### src/rtl/excesc_pkg.sv
package excesc_pkg;
   typedef enum logic [1:0] {
      CLS_BENIGN  = 2'd0,
      CLS_CONTRIB = 2'd1,
      CLS_PAGE    = 2'd2
   } exc_cls_e;

   typedef enum logic [1:0] {
      PTR_FAULT  = 2'd0,
      PTR_NEXT   = 2'd1,
      PTR_TARGET = 2'd2,
      PTR_NONE   = 2'd3
   } ptr_sel_e;

   typedef enum logic [1:0] {
      ST_IDLE   = 2'd0,
      ST_INVOKE = 2'd1,
      ST_DOUBLE = 2'd2,
      ST_HALT   = 2'd3
   } esc_state_e;
endpackage

### src/rtl/exc_classifier.sv
module exc_classifier
   import excesc_pkg::*;
#(
   parameter int          VEC_W        = 8,
   parameter logic [31:0] CONTRIB_MASK = 32'h0000_3E01,
   parameter logic [31:0] PAGE_MASK    = 32'h0000_4000
) (
   input  logic [VEC_W-1:0] vec,
   output exc_cls_e         cls
);
   localparam int LOW_W = 5;

   generate
      if (VEC_W < LOW_W) begin : g_bad_width
         $error("exc_classifier: VEC_W must be at least 5");
      end
      if ((CONTRIB_MASK & PAGE_MASK) != 32'h0) begin : g_bad_mask
         $error("exc_classifier: class masks overlap");
      end
   endgenerate

   logic             above;
   logic [LOW_W-1:0] idx;

   assign idx = vec[LOW_W-1:0];

   generate
      if (VEC_W > LOW_W) begin : g_wide
         assign above = |vec[VEC_W-1:LOW_W];
      end else begin : g_narrow
         assign above = 1'b0;
      end
   endgenerate

   always_comb begin
      if (above)                   cls = CLS_BENIGN;
      else if (CONTRIB_MASK[idx])  cls = CLS_CONTRIB;
      else if (PAGE_MASK[idx])     cls = CLS_PAGE;
      else                         cls = CLS_BENIGN;
   end
endmodule

### src/rtl/exc_pair_matrix.sv
module exc_pair_matrix
   import excesc_pkg::*;
(
   input  exc_cls_e open_cls,
   input  exc_cls_e new_cls,
   output logic     escalate
);
   always_comb begin
      unique case (open_cls)
         CLS_CONTRIB: escalate = (new_cls == CLS_CONTRIB);
         CLS_PAGE:    escalate = (new_cls == CLS_CONTRIB) || (new_cls == CLS_PAGE);
         default:     escalate = 1'b0;
      endcase
   end
endmodule

### src/rtl/exc_dispatch_reg.sv
module exc_dispatch_reg #(
   parameter int VEC_W = 8,
   parameter int ERR_W = 32
) (
   input  logic             clk,
   input  logic             rst_n,
   input  logic             load,
   input  logic [VEC_W-1:0] vec_d,
   input  logic [ERR_W-1:0] code_d,
   input  logic             has_d,
   input  logic [1:0]       sel_d,
   output logic             valid_q,
   output logic [VEC_W-1:0] vec_q,
   output logic [ERR_W-1:0] code_q,
   output logic             has_q,
   output logic [1:0]       sel_q
);
   always_ff @(posedge clk) begin
      if (!rst_n) begin
         valid_q <= 1'b0;
         vec_q   <= '0;
         code_q  <= '0;
         has_q   <= 1'b0;
         sel_q   <= 2'd0;
      end else begin
         valid_q <= load;
         if (load) begin
            vec_q  <= vec_d;
            code_q <= code_d;
            has_q  <= has_d;
            sel_q  <= sel_d;
         end
      end
   end
endmodule

### src/rtl/exc_escalator.sv
module exc_escalator
   import excesc_pkg::*;
#(
   parameter int          VEC_W        = 8,
   parameter int          ERR_W        = 32,
   parameter int          DF_VECTOR    = 8,
   parameter logic [31:0] CONTRIB_MASK = 32'h0000_3E01,
   parameter logic [31:0] PAGE_MASK    = 32'h0000_4000
) (
   input  logic             clk,
   input  logic             rst_n,
   input  logic             exc_valid,
   output logic             exc_ready,
   input  logic [VEC_W-1:0] exc_vector,
   input  logic             exc_is_trap,
   input  logic             exc_redirect,
   input  logic [ERR_W-1:0] exc_code,
   input  logic             exc_has_code,
   input  logic             inv_done,
   output logic             disp_valid,
   output logic [VEC_W-1:0] disp_vector,
   output logic [ERR_W-1:0] disp_code,
   output logic             disp_has_code,
   output logic [1:0]       disp_ptr_sel,
   output logic             shutdown
);
   localparam logic [VEC_W-1:0] DF_VEC = VEC_W'(DF_VECTOR);

   generate
      if (ERR_W < 1) begin : g_bad_err
         $error("exc_escalator: ERR_W must be positive");
      end
      if (DF_VECTOR >= (1 << VEC_W)) begin : g_bad_df
         $error("exc_escalator: DF_VECTOR does not fit in VEC_W");
      end
   endgenerate

   esc_state_e state_q, state_d, base_state;
   exc_cls_e   open_q, open_d, new_cls;
   logic       accept, escalate;
   logic       load;
   logic [VEC_W-1:0] vec_d;
   logic [ERR_W-1:0] code_d;
   logic             has_d;
   ptr_sel_e         sel_d, own_sel;

   exc_classifier #(
      .VEC_W(VEC_W), .CONTRIB_MASK(CONTRIB_MASK), .PAGE_MASK(PAGE_MASK)
   ) u_class (
      .vec(exc_vector), .cls(new_cls)
   );

   exc_pair_matrix u_matrix (
      .open_cls(open_q), .new_cls(new_cls), .escalate(escalate)
   );

   assign exc_ready = (state_q != ST_HALT);
   assign accept    = exc_valid && exc_ready;

   always_comb begin
      if (!exc_is_trap)      own_sel = PTR_FAULT;
      else if (exc_redirect) own_sel = PTR_TARGET;
      else                   own_sel = PTR_NEXT;
   end

   always_comb begin
      base_state = state_q;
      if (inv_done && (state_q == ST_INVOKE || state_q == ST_DOUBLE))
         base_state = ST_IDLE;
   end

   always_comb begin
      state_d = base_state;
      open_d  = open_q;
      load    = 1'b0;
      vec_d   = exc_vector;
      code_d  = exc_code;
      has_d   = exc_has_code;
      sel_d   = own_sel;
      if (accept) begin
         unique case (base_state)
            ST_IDLE: begin
               load    = 1'b1;
               state_d = ST_INVOKE;
               open_d  = new_cls;
            end
            ST_INVOKE: begin
               load = 1'b1;
               if (escalate) begin
                  vec_d   = DF_VEC;
                  code_d  = '0;
                  has_d   = 1'b1;
                  sel_d   = PTR_NONE;
                  state_d = ST_DOUBLE;
               end else begin
                  state_d = ST_INVOKE;
                  open_d  = new_cls;
               end
            end
            ST_DOUBLE: state_d = ST_HALT;
            default:   state_d = ST_HALT;
         endcase
      end
   end

   always_ff @(posedge clk) begin
      if (!rst_n) begin
         state_q <= ST_IDLE;
         open_q  <= CLS_BENIGN;
      end else begin
         state_q <= state_d;
         open_q  <= open_d;
      end
   end

   exc_dispatch_reg #(.VEC_W(VEC_W), .ERR_W(ERR_W)) u_disp (
      .clk(clk), .rst_n(rst_n), .load(load),
      .vec_d(vec_d), .code_d(code_d), .has_d(has_d), .sel_d(sel_d),
      .valid_q(disp_valid), .vec_q(disp_vector), .code_q(disp_code),
      .has_q(disp_has_code), .sel_q(disp_ptr_sel)
   );

   assign shutdown = (state_q == ST_HALT);
endmodule

### config.mk
export PLATFORM = sky130hd
export DESIGN_NAME = exc_escalator
export DESIGN_NICKNAME = d
export VERILOG_FILES = /design/src/rtl/excesc_pkg.sv /design/src/rtl/exc_classifier.sv /design/src/rtl/exc_pair_matrix.sv /design/src/rtl/exc_dispatch_reg.sv /design/src/rtl/exc_escalator.sv
export SDC_FILE = /design/constraint.sdc
export NUM_CORES = 1
export LEC_CHECK = 0
export BUFFER_PORTS_ARGS = -buffer_cell sky130_fd_sc_hd__buf_2
export CAP_MARGIN = 25
export CELL_PAD_IN_SITES_DETAIL_PLACEMENT = 0
export CELL_PAD_IN_SITES_GLOBAL_PLACEMENT = 2
export CORE_MARGIN = 2
export CORE_UTILIZATION = 24
export DETAILED_ROUTE_END_ITERATION = 10
export GPL_TIMING_DRIVEN = 0
export PLACE_DENSITY_LB_ADDON = 0.1
export SYNTH_ARGS = -nofsm -noshare
export SYNTH_HDL_FRONTEND = slang
export SYNTH_SLANG_ARGS = --single-unit
### constraint.sdc
create_clock -name clk -period 3.39 [get_ports clk]
set_input_delay 0.678 -clock clk [delete_from_list [all_inputs] [get_ports clk]]
set_output_delay 0.678 -clock clk [all_outputs]
set_load 0.01 [all_outputs]
# Word-level counts from Yosys, hierarchy flattened
# Memories as Yosys holds them, arrays and structs flattened.
# Cells that the tools add are included.
word_totals:
  elab_cells: 57
  regBits: 48
  out_inout_bits: 46
  rom_bits: 64
  mem_count: 2
memory_table:
  columns: ["memory", "depth", "word_bits", "rd", "rd_ports_with_merged_regs", "write_ports", "line", "rtl"]
  rows:
  - ["(no name shown)", 32, 1, 1, 0, 0, "exc_classifier.sv:37", "else if (CONTRIB_MASK[idx]) cls = CLS_CONTRIB;"]
  - ["(no name shown)", 32, 1, 1, 0, 0, "exc_classifier.sv:38", "else if (PAGE_MASK[idx]) cls = CLS_PAGE;"]
op_classes:
  muxes: 28
  order_cmp: 1
  eq_ne: 10
  n_reduce_logical: 9
op_table:
  columns: ["op", "count"]
  rows:
  - ["2-to-1 mux 32 bit", 3]
  - ["2-to-1 mux 2 bit", 12]
  - ["2-to-1 mux 8 bit", 3]
  - ["== test 2 x 1 -> 1 bit (second input constant)", 4]
  - ["== test 2 bit (second input constant)", 4]
  - ["one-hot mux 2 bit (2 select lines)", 2]
  - ["2-to-1 mux 1 bit", 7]
  - ["less-than comparator 5 x 6 -> 1 bit (second input constant)", 1]
  - ["!= test 2 bit (second input constant)", 2]
  - ["AND reduction 3 bit", 1]
  - ["OR reduction 3 bit", 1]
  - ["logical AND 1 bit", 2]
  - ["zero test 2 bit", 1]
  - ["logical OR 1 bit", 2]
  - ["one-hot mux 1 bit (2 select lines)", 1]
  - ["nonzero test 2 bit", 1]
  - ["OR reduction 2 bit", 1]

# Logic depth before layout (Yosys ltp)
depth:
  word_depth: 11
  mapped_depth: 10
  ltp_nobuf: 8

# Hierarchy
# A second synthesis with hierarchy kept.
hier_totals:
  cells_unflattened: 232
  hier_area_um2: 2453.6
by_module_without_submodules:
  columns: ["mod", "area_per_inst_um2", "cells_each", "n_inst", "seq_area_each_um2"]
  rows:
  - ["exc_dispatch_reg", 1692.9, 140, 1, 880.8]
  - ["exc_escalator", 633.1, 74, 1, 80.1]
  - ["exc_pair_matrix", 67.6, 9, 1, 0.0]
  - ["exc_classifier", 60.1, 9, 1, 0.0]

# Least setup slack after synthesis
# OpenSTA, ideal clock, no wires.
synth_timing:
  kind: "input to register"
  from: "in exc_vector[3]"
  to: "reg state_q[0]"
  arrival_time_ps: 2538
  path_slack_ps: 736
  stages: 9
  cell_sequence: "or3_1 a21oi_1 o21a_1 ha_1 nand2b_1 a211o_1 buf_2 or3_1 and3_1"
synth_between:
  word_cells_on_any_way: 14
  cone_classes: "eq/ne (2); mux (9); reduce/logical (1); memory (2)"
synth_rtl:
  columns: ["element", "line", "rtl"]
  rows:
  - ["start, declared", "exc_escalator.sv:14", "input logic [VEC_W-1:0] exc_vector,"]
  - ["memory read (32 x 1 bit) *", null, null]
  - ["2-to-1 mux 1 bit (not written as such) *", "exc_classifier.sv:37", null]
  - ["2-to-1 mux 2 bit *", "exc_classifier.sv:37", null]
  - ["2-to-1 mux 2 bit *", "exc_classifier.sv:36", "if (above) cls = CLS_BENIGN;"]
  - ["named net new_cls[0]", "exc_escalator.sv:39", "exc_cls_e open_q, open_d, new_cls;"]
  - ["== test 2 x 1 -> 1 bit or == test 2 bit (tied branches)", "exc_pair_matrix.sv:10, exc_pair_matrix.sv:11", null]
  - ["logical OR 1 bit", "exc_pair_matrix.sv:11", "CLS_PAGE: escalate = (new_cls == CLS_CONTRIB) || (new_cls == CLS_PAGE);"]
  - ["one-hot mux 1 bit (2 select lines) *", "exc_pair_matrix.sv:9", "unique case (open_cls)"]
  - ["2-to-1 mux 2 bit *", "exc_escalator.sv:89", "if (escalate) begin"]
  - ["one-hot mux 2 bit (2 select lines) *", "exc_escalator.sv:81", "unique case (base_state)"]
  - ["2-to-1 mux 2 bit *", "exc_escalator.sv:80", "if (accept) begin"]
  - ["end signal, assigned", "exc_escalator.sv:111", "state_q <= state_d;"]
  - ["end, declared", "exc_escalator.sv:38", "esc_state_e state_q, state_d, base_state;"]
# The timed path passes the listed nets; every way through them passes the cells marked *. The select of a mux whose other input is x is not followed.
# A chain may end at the register's enable or synchronous reset.

# Worst setup path after layout
layout_timing:
  from: "in exc_vector[3]"
  to: "reg u_disp.code_q[19]"
layout_between:
  word_cells_on_any_way: 14
  cone_classes: "eq/ne (2); mux (9); reduce/logical (1); memory (2)"
layout_rtl:
  columns: ["element", "line", "rtl"]
  rows:
  - ["memory read (32 x 1 bit) *", null, null]
  - ["2-to-1 mux 1 bit (not written as such) *", "exc_classifier.sv:37", null]
  - ["2-to-1 mux 2 bit *", "exc_classifier.sv:37", null]
  - ["2-to-1 mux 2 bit *", "exc_classifier.sv:36", null]
  - ["named net new_cls[0]", "exc_escalator.sv:39", null]
  - ["== test 2 x 1 -> 1 bit or == test 2 bit (tied branches)", "exc_pair_matrix.sv:10, exc_pair_matrix.sv:11", null]
  - ["logical OR 1 bit", "exc_pair_matrix.sv:11", null]
  - ["one-hot mux 1 bit (2 select lines) *", "exc_pair_matrix.sv:9", null]
  - ["2-to-1 mux 32 bit *", "exc_escalator.sv:89", null]
  - ["2-to-1 mux 32 bit *", "exc_escalator.sv:81", null]
  - ["2-to-1 mux 32 bit *", "exc_escalator.sv:80", null]
  - ["end signal, assigned", "exc_dispatch_reg.sv:29", "code_q <= code_d;"]
  - ["end, declared", "exc_dispatch_reg.sv:14", "output logic [ERR_W-1:0] code_q,"]
# Marks and branches as above.

==> results.json <==
{
  "outcome": "completed",
  "async_reset_ff_frac": 0,
  "grt_busiest_layer": "met2",
  "worst_setup_hold_path_clk_slew_ns": 0.09,
  "crit_path_max_incr_delay_ns": 0.36,
  "synth_nets": 279,
  "rsz0062_at_grt": "false",
  "crit_arrival_ns": 2.82,
  "fmax_mhz": 378,
  "drive_above_1_share": 0.338,
  "synth_cell_types": 26,
  "diodes": 0,
  "synth.ff_latch_count": 48,
  "cts_tree": "yes",
  "use_met3": 0.0374,
  "start_util": 0.245,
  "ant_nets": 0,
  "cellPowerDensity_nw_per_um2": 437,
  "nFillCells": 831,
  "yosysSeqAreaShare": 0.513,
  "area_delta_synth_final_pct": 36.4,
  "slew_violations": 0,
  "h-tree-depth": 2,
  "ir_drop_mv": 0.152,
  "synth.avg_cell_area_um2": 8.21,
  "via_per_inst": 4.43,
  "cts_root_buf": "clkbuf_8",
  "cp.required_ns": 3.57,
  "fp.dieH_um": 92.3,
  "whs_ns": 0.448,
  "grt_max_degree": 15,
  "post_drt_wl_per_cell_um": 13.1,
  "nets": 378,
  "r2r_start": "state_q[0]",
  "worstHoldStart": "u_disp.vec_q[2]",
  "fin_crit_ns": 2.65,
  "post-dp-hpwl_mm": 3.97,
  "tns_ns": 0,
  "synth-main-ff-cell": "dfxtp_1",
  "synthCells": 228,
  "holdBufCountCts": 0,
  "grtUsageMet2": 0.201,
  "syn_area_um2": 1870,
  "rows": 32,
  "use_met1": 0.180,
  "path_cells": "buf_2 > or3_1 > a21oi_1 > o21a_1 > ha_1 > nand2b_1 > a211o_1 > buf_2 > clkbuf_1 > nand3_1 > a21oi_1",
  "crit_path_start_kind": "primary input",
  "cts-buffers-inserted": 5,
  "die_area_um2": 8520,
  "cpMaxStageDelayCell": "or3_1",
  "min_path_type": "reg2reg",
  "clock_path_buffers": 2,
  "worstSkewPairLatency_ns": 0.30,
  "crit_start": "exc_vector[3]",
  "dr.pass1.iters": 4,
  "cts_resized": 0,
  "grt_pass1_wl_mm": 8.96,
  "dr.first_iter.drc_count": 55,
  "slew_headroom": 0.670,
  "post-route-period-util": 0.781,
  "crit_type": "in2reg",
  "grt_overflow_total": 0,
  "worst_pin_slew_ns": 0.495,
  "fp.dieW_um": 92.3,
  "gp_congestion": 0.678,
  "io_buffers": 92,
  "p_leak_nw": 1.17,
  "setup_violations": 0,
  "drcViolationCount": 0,
  "core_region_area_um2": 7650,
  "cts_setup_buffers": 0,
  "cts_sinks": 48,
  "final.setup_skew_ns": 0.00655,
  "ioPinCount": 93,
  "hold_viol": 0,
  "vias": 1904,
  "end_kind": "register",
  "drv_cap": 0,
  "grt_pass1_vias": 1783,
  "grt_usage": 0.132,
  "path_max_fanout": 10,
  "ys.warnings.count": 0,
  "antenna_found_initial": 0,
  "wl_mm": 5.64,
  "synth_edf_count": 0
}
## stage by stage
step,power (mW),setup slack [ns],cell area [um^2],cells,utilization
2_1_floorplan,0.694,0.736,1870,228,-
3_3_place_gp,0.772,0.396,2460,422,0.322
3_5_place_dp,0.772,0.376,2460,422,0.322
4_1_cts,1.14,0.714,2550,430,0.334
5_1_grt,1.18,0.554,2550,430,0.334
6_report,1.11,0.743,2550,430,0.334
## cells in the mapped netlist (3+ instances only)
| library cell | number | share of area |
|---|---|---|
| nand3_1 | 40 | 0.11 |
| ha_1 | 4 | 0.027 |
| nand2b_1 | 3 | 0.010 |
| clkbuf_1 | 11 | 0.022 |
| dfxtp_1 | 48 | 0.51 |
| inv_1 | 3 | 0.0060 |
| nand2_1 | 44 | 0.088 |
| buf_2 | 7 | 0.019 |
| a21oi_1 | 44 | 0.12 |
## metal layers
| metal | vias to the layer above | routed length (um) |
|---|---|---|
| met5 | - | 0 |
| met4 | 0 | 76 |
| met3 | 6 | 344 |
| met2 | 58 | 2580 |
| met1 | 860 | 2630 |
| li1 | 980 | - |
## sequential cells by signal, summed over array words and instances (netlist names)
signal,count
u_disp.code_q,32
state_q,2
u_disp.valid_q,1
u_disp.sel_q,2
u_disp.has_q,1
u_disp.vec_q,8
open_q,2
## critical path, delay by kind of cell
| family | cells | cell delay [ns] |
|---|---|---|
| AO/OA/AOI/OAI | 4 | 0.67 |
| AND/OR/NAND/NOR | 3 | 0.67 |
| buffers and inverters | 3 | 0.57 |
| adder cells (fa/ha/maj) | 1 | 0.23 |
## layout make-up
| type | instances | area (um^2) | share of cell area |
|---|---|---|---|
| repair buffers | 92 | 460 | 0.180 |
| inverters | 4 | 15.0 | 0.00588 |
| clock inverters | 2 | 10.0 | 0.00392 |
| well taps | 102 | 128 | 0.0500 |
| plain buffers | 18 | 76.3 | 0.0299 |
| multi-input cells | 158 | 820 | 0.321 |
| flip-flops and latches | 48 | 961 | 0.376 |
| clock buffers | 6 | 82.6 | 0.0324 |
## worst paths after layout
check	end	slack, ns	depth (start not counted)
max reg2reg	u_disp.code_q[19]	1.53	7
min reg2reg	u_disp.vec_q[2]	0.45	2
min	u_disp.vec_q[2]	0.45	2
max	u_disp.code_q[19]	0.74	11
## cells in the final DEF (no fill, tap or decap)
master / synthesis / final
o221a_2: 2 / 2
a21oi_1: 44 / 44
a21bo_2: 1 / 1
nand2_1: 44 / 44
clkbuf_1: 11 / 11
and3_1: 1 / 1
o21ai_0: 2 / 2
and2_1: 1 / 1
or3_1: 2 / 2
clkbuf_8: 0 / 6
a211o_1: 1 / 1
dfxtp_1: 48 / 48
inv_1: 3 / 3
nor3b_1: 2 / 2
a31o_2: 1 / 1
ha_1: 4 / 4
buf_2: 7 / 99
nand2b_1: 3 / 3
a21bo_1: 1 / 1
clkinv_1: 1 / 1
nor4_1: 1 / 1
nor2b_1: 2 / 2
o21a_1: 2 / 2
a211oi_1: 1 / 1
nand4_1: 1 / 1
nand3_1: 40 / 40
clkinv_2: 0 / 2
nor2_1: 2 / 2
## kinds of logic (layout without fill, tap and decap cells)
kind of cell             Yosys count  count (layout)  synth area share
AO/OA/AOI/OAI                     55              55             0.167
adder cells (fa/ha/maj)            4               4            0.0267
buffers and inverters             22             122            0.0488
flip-flops                        48              48             0.513
AND/OR/NAND/NOR                   99              99             0.244
## report_power, final
| part | internal [mW] | total (mW) | switching [mW] | leakage (nW) |
|---|---|---|---|---|
| clock | 0.163 | 0.358 | 0.195 | 0.0510 |
| combinational | 0.0654 | 0.149 | 0.0840 | 0.728 |
| sequential | 0.594 | 0.607 | 0.0136 | 0.396 |
Note: power is estimated with default switching activity, not from simulation.
